--- config.mk ---
export PLATFORM = sky130hd
export DESIGN_NAME = pwm_dbuf_gen
export DESIGN_NICKNAME = d
export VERILOG_FILES = /design/src/rtl/pwm_dbuf_pkg.sv /design/src/rtl/pwm_regs.sv /design/src/rtl/pwm_timebase.sv /design/src/rtl/pwm_duty_out.sv /design/src/rtl/pwm_dbuf_gen.sv
export SDC_FILE = /design/constraint.sdc
export NUM_CORES = 1
export LEC_CHECK = 0
export ABC_AREA = 0
export BUFFER_PORTS_ARGS = -buffer_cell sky130_fd_sc_hd__buf_2
export CORE_MARGIN = 4
export CORE_UTILIZATION = 35
export CTS_CLUSTER_SIZE = 40
export DETAILED_ROUTE_END_ITERATION = 8
export PLACE_DENSITY = 0.53
export SYNTH_ARGS = -nofsm -noshare
export SYNTH_HDL_FRONTEND = slang
export SYNTH_HIERARCHICAL = 1
export SYNTH_SLANG_ARGS = --single-unit
--- constraint.sdc ---
create_clock -name clk -period 5.1 [get_ports clk]
set_input_delay 1.02 -clock clk [delete_from_list [all_inputs] [get_ports clk]]
set_output_delay 1.02 -clock clk [all_outputs]
set_load 0.05 [all_outputs]
--- src/rtl/pwm_dbuf_pkg.sv ---
package pwm_dbuf_pkg;

  localparam logic [1:0] ADDR_PERIOD = 2'd0;
  localparam logic [1:0] ADDR_DUTY   = 2'd1;
  localparam logic [1:0] ADDR_MODE   = 2'd2;
  localparam logic [1:0] ADDR_TCTL   = 2'd3;

  // log2 of the prescale ratio for a prescale code: 1, 4, 16
  function automatic int pre_shift(input logic [1:0] sel);
    case (sel)
      2'b00:   return 0;
      2'b01:   return 2;
      default: return 4;
    endcase
  endfunction

  // PWM is selected by mode bits [3:2] == 11
  function automatic logic is_pwm(input logic [3:0] mode);
    return mode[3:2] == 2'b11;
  endfunction

endpackage

--- src/rtl/pwm_regs.sv ---
module pwm_regs
  import pwm_dbuf_pkg::*;
#(
  parameter int TMR_W  = 8,
  parameter int FINE_W = 2,
  parameter int POST_W = 4,
  localparam int DUTY_W = TMR_W + FINE_W
) (
  input  logic              clk,
  input  logic              rst_n,
  input  logic              wr_en,
  input  logic [1:0]        wr_addr,
  input  logic [7:0]        wr_data,
  output logic [TMR_W-1:0]  period_q,
  output logic [DUTY_W-1:0] duty_wr,
  output logic [3:0]        mode_q,
  output logic [POST_W-1:0] post_sel,
  output logic              tmr_on,
  output logic [1:0]        pre_sel,
  output logic              tctl_wr
);
  logic [TMR_W-1:0]  duty_hi_q;
  logic [FINE_W-1:0] duty_lo_q;

  assign tctl_wr = wr_en && (wr_addr == ADDR_TCTL);
  assign duty_wr = {duty_hi_q, duty_lo_q};

  always_ff @(posedge clk) begin
    if (!rst_n) begin
      period_q  <= '1;
      duty_hi_q <= '0;
      duty_lo_q <= '0;
      mode_q    <= '0;
      post_sel  <= '0;
      tmr_on    <= 1'b0;
      pre_sel   <= '0;
    end else if (wr_en) begin
      case (wr_addr)
        ADDR_PERIOD: period_q  <= wr_data[TMR_W-1:0];
        ADDR_DUTY:   duty_hi_q <= wr_data[TMR_W-1:0];
        ADDR_MODE: begin
          duty_lo_q <= wr_data[4 +: FINE_W];
          mode_q    <= wr_data[3:0];
        end
        default: begin
          post_sel <= wr_data[3 +: POST_W];
          tmr_on   <= wr_data[2];
          pre_sel  <= wr_data[1:0];
        end
      endcase
    end
  end

  a_r2_reset_period: assert property (@(posedge clk)
    $rose(rst_n) |-> (period_q == '1));

endmodule

--- src/rtl/pwm_timebase.sv ---
module pwm_timebase
  import pwm_dbuf_pkg::*;
#(
  parameter int TMR_W       = 8,
  parameter int FINE_W      = 2,
  parameter int POST_W      = 4,
  parameter int PRE_LOG_MAX = 4,
  localparam int DUTY_W = TMR_W + FINE_W,
  localparam int SUB_W  = FINE_W + PRE_LOG_MAX
) (
  input  logic              clk,
  input  logic              rst_n,
  input  logic              tmr_on,
  input  logic [1:0]        pre_sel,
  input  logic [POST_W-1:0] post_sel,
  input  logic [TMR_W-1:0]  period,
  input  logic              restart,
  output logic [DUTY_W-1:0] nxt_cnt,
  output logic              wrap,
  output logic              period_hit,
  output logic              tmr_evt
);
  logic [SUB_W-1:0]  sub_q, sub_nxt, sub_last;
  logic [TMR_W-1:0]  timer_q, timer_nxt;
  logic [POST_W-1:0] post_q;
  logic              tick;

  // one timer step spans 4 * ratio input clocks
  assign sub_last = SUB_W'((1 << (FINE_W + pre_shift(pre_sel))) - 1);
  assign tick     = tmr_on && !restart && (sub_q == sub_last);
  assign wrap     = tick && (timer_q == period);

  always_comb begin
    if (restart)      sub_nxt = '0;
    else if (!tmr_on) sub_nxt = sub_q;
    else if (tick)    sub_nxt = '0;
    else              sub_nxt = sub_q + 1'b1;
    if (wrap)         timer_nxt = '0;
    else if (tick)    timer_nxt = timer_q + 1'b1;
    else              timer_nxt = timer_q;
  end

  // count the output stage will hold after this edge
  assign nxt_cnt = {timer_nxt, FINE_W'(sub_nxt >> pre_shift(pre_sel))};

  always_ff @(posedge clk) begin
    if (!rst_n) begin
      sub_q      <= '0;
      timer_q    <= '0;
      post_q     <= '0;
      period_hit <= 1'b0;
      tmr_evt    <= 1'b0;
    end else begin
      sub_q      <= sub_nxt;
      timer_q    <= timer_nxt;
      period_hit <= wrap;
      tmr_evt    <= wrap && (post_q == post_sel);
      if (restart)   post_q <= '0;
      else if (wrap) post_q <= (post_q == post_sel) ? '0 : post_q + 1'b1;
    end
  end

  a_r3_hold_when_off: assert property (@(posedge clk) disable iff (!rst_n)
    !tmr_on |=> $stable(timer_q));
  a_r4_hit_single: assert property (@(posedge clk) disable iff (!rst_n)
    period_hit |=> !period_hit);
  a_r10_evt_on_hit: assert property (@(posedge clk) disable iff (!rst_n)
    tmr_evt |-> period_hit);

endmodule

--- src/rtl/pwm_duty_out.sv ---
module pwm_duty_out #(
  parameter int DUTY_W = 10
) (
  input  logic              clk,
  input  logic              rst_n,
  input  logic              pwm_en,
  input  logic              wrap,
  input  logic [DUTY_W-1:0] duty_wr,
  input  logic [DUTY_W-1:0] nxt_cnt,
  output logic              pin_q
);
  logic [DUTY_W-1:0] shadow_q;
  logic              duty_hit;

  assign duty_hit = (nxt_cnt == shadow_q);

  always_ff @(posedge clk) begin
    if (!rst_n) begin
      shadow_q <= '0;
      pin_q    <= 1'b0;
    end else begin
      if (wrap) shadow_q <= duty_wr;
      if (!pwm_en)       pin_q <= 1'b0;
      else if (wrap)     pin_q <= (duty_wr != '0);
      else if (duty_hit) pin_q <= 1'b0;
    end
  end

  a_r8_shadow_hold: assert property (@(posedge clk) disable iff (!rst_n)
    !wrap |=> $stable(shadow_q));
  a_r9_quiet: assert property (@(posedge clk) disable iff (!rst_n)
    !pwm_en |=> !pin_q);
  a_r5_rise_at_wrap: assert property (@(posedge clk) disable iff (!rst_n)
    $rose(pin_q) |-> $past(wrap));
  a_r6_zero_low: assert property (@(posedge clk) disable iff (!rst_n)
    (wrap && duty_wr == '0) |=> !pin_q);

endmodule

--- src/rtl/pwm_dbuf_gen.sv ---
module pwm_dbuf_gen
  import pwm_dbuf_pkg::*;
#(
  parameter int TMR_W       = 8,
  parameter int FINE_W      = 2,
  parameter int POST_W      = 4,
  parameter int PRE_LOG_MAX = 4
) (
  input  logic       clk,
  input  logic       rst_n,
  input  logic       wr_en,
  input  logic [1:0] wr_addr,
  input  logic [7:0] wr_data,
  output logic       pwm_out,
  output logic       period_hit,
  output logic       tmr_evt
);
  localparam int DUTY_W = TMR_W + FINE_W;

  logic [TMR_W-1:0]  period_q;
  logic [DUTY_W-1:0] duty_wr, nxt_cnt;
  logic [3:0]        mode_q;
  logic [POST_W-1:0] post_sel;
  logic [1:0]        pre_sel;
  logic              tmr_on, tctl_wr, wrap, pwm_en;

  assign pwm_en = is_pwm(mode_q);

  pwm_regs #(.TMR_W(TMR_W), .FINE_W(FINE_W), .POST_W(POST_W)) u_regs (
    .clk(clk), .rst_n(rst_n), .wr_en(wr_en), .wr_addr(wr_addr),
    .wr_data(wr_data), .period_q(period_q), .duty_wr(duty_wr),
    .mode_q(mode_q), .post_sel(post_sel), .tmr_on(tmr_on),
    .pre_sel(pre_sel), .tctl_wr(tctl_wr)
  );

  pwm_timebase #(.TMR_W(TMR_W), .FINE_W(FINE_W), .POST_W(POST_W),
                 .PRE_LOG_MAX(PRE_LOG_MAX)) u_tb (
    .clk(clk), .rst_n(rst_n), .tmr_on(tmr_on), .pre_sel(pre_sel),
    .post_sel(post_sel), .period(period_q), .restart(tctl_wr),
    .nxt_cnt(nxt_cnt), .wrap(wrap), .period_hit(period_hit),
    .tmr_evt(tmr_evt)
  );

  pwm_duty_out #(.DUTY_W(DUTY_W)) u_out (
    .clk(clk), .rst_n(rst_n), .pwm_en(pwm_en), .wrap(wrap),
    .duty_wr(duty_wr), .nxt_cnt(nxt_cnt), .pin_q(pwm_out)
  );

  a_r4_rise_with_hit: assert property (@(posedge clk) disable iff (!rst_n)
    $rose(pwm_out) |-> period_hit);

endmodule

Word-level counts from Yosys, hierarchy flattened
Index checks and enable logic that the tools add are counted.
- bits in latches: 0
- bits in writable memories: 0
- bits of input ports: 13
- register bits after elaboration: 60
- memories: 0
- bits in read-only memories: 0
- add/subtract/negate cells: 5
- $lt $le $gt $ge: 0
- equality and inequality tests: 9
- $mul: 0
- bitwise gates (word level): 2
- shift operators: 2
- div/mod/pow operators: 0
- reductions and logical operators: 17
- mux-type cells: 9
- operators by type and width (kind ; number):
    $shl 1x32->6 const A ; 1
    $mux 6 ; 3
    $mux 8 ; 2
    $eq 10x10->1 ; 1
    $reduce_and 2->1 ; 5
    $reduce_bool 10->1 ; 1
    $add 8x1->8 const B ; 1
    $eq 8x8->1 ; 1
    $add 6x1->6 const B ; 1
    $eq 2x2->1 const B ; 3
    $eq 6x6->1 ; 1
    $pmux 3 s2 ; 1
    $shr 6x3->2 ; 1
    $sub 6x2->6 const B ; 1
    $logic_and 1x1->1 ; 5
    $add 2x3->4 const A ; 1
    $add 4x1->4 const B ; 1
    $eq 2x1->1 const B ; 2
    $eq 4x4->1 ; 1
    $logic_not 2->1 ; 2
    $mux 4 ; 1
    $reduce_or 3->1 ; 1
    $mux 1 ; 2
    $not 1->1 ; 2
    3 further kinds ; 3

Longest topological paths before layout
- depth in word-level cells: 14
- depth in mapped cells: 12
- depth with buffers taken out: 9

Hierarchy
The synthesis kept the hierarchy.
- modules (own cells, without submodules) (module ; times used ; area each (sq um) ; cells each):
    pwm_timebase ; 1 ; 1302.5 ; 155
    pwm_regs ; 1 ; 1221.2 ; 116
    pwm_duty_out ; 1 ; 560.5 ; 52
    pwm_dbuf_gen ; 1 ; 6.3 ; 1

Least setup slack after synthesis
OpenSTA, ideal clock, no wires.
- kind: input port to flip-flop
- start point: input wr_addr[0]
- end point: register u_out.pin_q
- cell stages on the path: 11
- setup slack: 1988 ps
- setup time: 129 ps
- required time: 4971 ps
- data arrival time: 2983 ps
- path through: buf_4 > nand3_4 > inv_1 > nand3b_1 > or2_0 > clkbuf_2 > or4_1 > nand2_1 > xor2_1 > nor4_4 > a31oi_1
- RTL lines (what ; line ; source):
    from (decl) ; pwm_dbuf_gen.sv:12 ; input logic [1:0] wr_addr,
    $eq 2x2->1 * ; pwm_regs.sv:25 ; assign tctl_wr = wr_en && (wr_addr == ADDR_TCTL);
    $logic_and 1x1->1 * ; pwm_regs.sv:25 ;
    via tctl_wr ; pwm_dbuf_gen.sv:25 ; logic tmr_on, tctl_wr, wrap, pwm_en;
    $logic_not 1->1 * ; pwm_timebase.sv:30 ; assign tick = tmr_on && !restart && (sub_q == sub_last);
    $logic_and 1x1->1 * (2 in series) ; pwm_timebase.sv:30 ;
    $mux 8 / $logic_and 1x1->1 (equally long branches) ; pwm_timebase.sv:39, pwm_timebase.sv:31 ;
    $mux 8 * ; pwm_timebase.sv:38 ; if (wrap) timer_nxt = '0;
    via nxt_cnt[8] ; pwm_dbuf_gen.sv:21 ; logic [DUTY_W-1:0] duty_wr, nxt_cnt;
    $eq 10x10->1 * ; pwm_duty_out.sv:15 ; assign duty_hit = (nxt_cnt == shadow_q);
    $reduce_bool 2->1 (no line) * ; -- ;
    to (signal assigned) ; pwm_duty_out.sv:24 ; else if (wrap) pin_q <= (duty_wr != '0);
    to (decl) ; pwm_duty_out.sv:10 ; output logic pin_q
The timed path passes the listed nets; every way through them passes the cells marked *.
A chain may end at the register's enable or synchronous reset.

Final worst setup path
- start point: input wr_en
- end point: register u_out.pin_q
- RTL lines (what ; line ; source):
    from (decl) ; pwm_dbuf_gen.sv:11 ; input logic wr_en,
    $logic_and 1x1->1 * ; pwm_regs.sv:25 ;
    via tctl_wr ; pwm_dbuf_gen.sv:25 ;
    $logic_not 1->1 * ; pwm_timebase.sv:30 ;
    $logic_and 1x1->1 * (2 in series) ; pwm_timebase.sv:30 ;
    $mux 8 / $logic_and 1x1->1 (equally long branches) ; pwm_timebase.sv:39, pwm_timebase.sv:31 ;
    $mux 8 * ; pwm_timebase.sv:38 ;
    via nxt_cnt[5] ; pwm_dbuf_gen.sv:21 ;
    $eq 10x10->1 * ; pwm_duty_out.sv:15 ;
    $reduce_bool 2->1 (no line) * ; -- ;
Marks and branches as above.

==> summary.md <==
| Metric | Value |
|---|---|
| Status | completed |
| FF-to-FF setup slack | 2190 ps |
| Max Cap Violations | 0 |
| Max Slew Vio Count | 0 |
| Via density | 5.19 |
| Synth warn | 6 |
| Vias | 2284 |
| Top-level I/O count | 16 |
| Psw | 243 uW |
| RR Startpoint | u_regs/pre_sel[0] |
| Final setup TNS | 0 ps |
| Setup violators final | 0 |
| Worst VDD drop | 0.198 mV |
| Crit end category | flop |
| Post-Syn Nets | 335 |
| Largest net degree at the start of global routing | 54 |
| Vias in the first global route | 2216 |
| Core ar. | 8300 sq um |
| Area Growth Syn to Fin | 11.1% |
| Fin area | 3360 sq um |
| Initial antenna violation count | 0 |
| Reg2reg end | u_out/pin_q |
| WL/cell | 15.7 um |
| Crit path launch | wr_en |
| Clock Path Buffers | 2 |
| Worst clock skew | 7.49 ps |
| Wl on met1 | 3.43 mm |
| Met3 WL post-DR | 163 um |
| Final antenna-violating net count | 0 |
| Skew-Pair Late Insertion Delay | 340 ps |
| Seq pwr share | 0.463 |
| Last element of the critical path | u_out/pin_q |
| Initial DRC Count | 147 |
| CTS tree | done |
| R2r worst-path depth | 8 |
| Count of buffers from port buffering | 15 |
| Post-DP HPWL | 5.05 mm |
| Worst slew margin | 0.430 |
| H-tree depth | 3 |
| Nets | 347 |
| Initial core utilization | 0.364 |
| # hold bufs at CTS | 0 |
| GPL Wtd Cong | 0.855 |
| Worst setup SP type | input pin |
| Wire length on met2 | 3.23 mm |
| F_max | 0.289 GHz |
| Synthesized area per cell | 9.51 sq um |
| Post-place instance area | 3140 sq um |
| Uppermost routed layer | met4 |
| Clk root buf | clkbuf_8 |
| Minimum clock period | 3460 ps |
| ANT cells | 0 |
| TritonRoute pass-1 iters | 4 |
| Netlist Area Pre-Place | 3020 sq um |
| FP Rows | 33 |
| Final wirelength | 6.93 mm |
| Chip Height | 101 um |
| Worst hold margin | 461 ps |
| Pwr/cell area | 305 nW/um^2 |
| Final hold vios | 0 |
| CP required | 5310 ps |
| Congestion Overflow GR | 0 |
| Leak | 1.47 nW |
| Clock sinks | 58 |
| Slew @ Worst Pin | 847 ps |
| Cell internal pwr | 782 uW |
| Setup WS post-layout | 1640 ps |
| Postcts setup bufs | 0 |
| DRC | 0 |
| Setup WS pre-CTS | 1310 ps |
| Tightest Hold Check Type | reg -> reg |
| Clock slew at reported path FFs | 70 ps |
| Critical Path AT | 3680 ps |
| Maximum fanout along the worst path | 16 |
| Die width | 101 um |
| Clock buffer count from CTS | 9 |
| Worst hold stages | 2 |
| First-pass GRT wire length | 11.4 mm |
| Tot GR Track Use | 0.146 |
| Cells after Synth | 318 |
| Clock Power Share | 0.465 |
| WS Path Type | in -> reg |
| Pwr Total | 1.03 mW |
| Period utilization | 0.679 |
| RSZ-0062 raised after global routing | false |
| Comb pwr share | 0.072 |
| Die ar. | 10200 sq um |
| Post-CTS Resized | 0 |
| Layout cell share with drive strength beyond 1 | 0.122 |
| Sw Share | 0.237 |
## sequential cells by signal (all words and copies together) (netlist names)
register and cells:
u_tb/timer_q 8, u_regs/duty_lo_q 2, u_tb/period_hit 1, u_out/shadow_q 10, u_regs/pre_sel 2, u_out/pin_q 1
u_regs/duty_hi_q 8, u_regs/mode_q 2, u_regs/post_sel 4, u_tb/sub_q 6, u_regs/tmr_on 1, u_tb/tmr_evt 1
u_regs/period_q 8, u_tb/post_q 4
## worst min-delay path by stage
stage / from / to / slack (ps)
floorplan: u_regs/mode_q[2] / u_regs/mode_q[2] / 430
global placement: u_regs/mode_q[3] / u_regs/mode_q[3] / 440
CTS: u_regs/mode_q[3] / u_regs/mode_q[3] / 470
global route: u_regs/mode_q[3] / u_regs/mode_q[3] / 490
finish: u_regs/mode_q[3] / u_regs/mode_q[3] / 460
detailed placement: u_regs/mode_q[3] / u_regs/mode_q[3] / 460
## stage by stage
step                instances  utilization
floorplan                 318            -
global placement          424        0.378
detailed placement        424        0.378
CTS                       440        0.405
global route              440        0.405
finish                    440        0.405
## layout make-up
class,count,area (sq um)
clock inverters,5,77.6
repair buffers,17,90.1
inverters,10,37.5
multi-input cells,234,1720
flip-flops and latches,58,1160
fillers,819,4940
clock buffers,11,141
well taps,105,131
## layer usage
layer	global-route usage	vias up
li1	-	1157
met1	0.196	1089
met2	0.230	30
met3	0.0249	8
met4	0.0613	0
met5	0	-
## cell usage in the layout (no fill, tap or decap), types with 3 or more instances in the layout
cell and instances:
nand4_1 5, nor3_1 8, nor2b_1 12, ha_1 4
clkbuf_8 10, nor4_4 3, nand4bb_1 8, o21ai_0 7
nor4_1 3, a21oi_1 5, nand2_1 44, xnor2_1 11
o211ai_1 9, buf_2 15, and3_1 5, mux2i_1 32
nor2_1 16, dfxtp_1 58, a32o_1 5, xor2_1 16
nand2b_1 3, and2_1 3, inv_1 9
## power groups by stage
stage | Combinational (mW) | Clock, mW | Sequential, mW
floorplan | 0.0595 | 0 | 0.480
global placement | 0.0729 | 0 | 0.485
detailed placement | 0.0740 | 0 | 0.485
CTS | 0.0743 | 0.485 | 0.475
global route | 0.0822 | 0.508 | 0.476
finish | 0.0737 | 0.477 | 0.475
## critical path: stages
cell and delay, ps:
buf_2 260, nand3_4 210, inv_1 180, nand3b_1 230, or2_0 690, nor2_1 240, a22o_1 270, xor2_1 140
nor4_1 310, a31oi_1 120
Power figures use the tool's default switching activity.
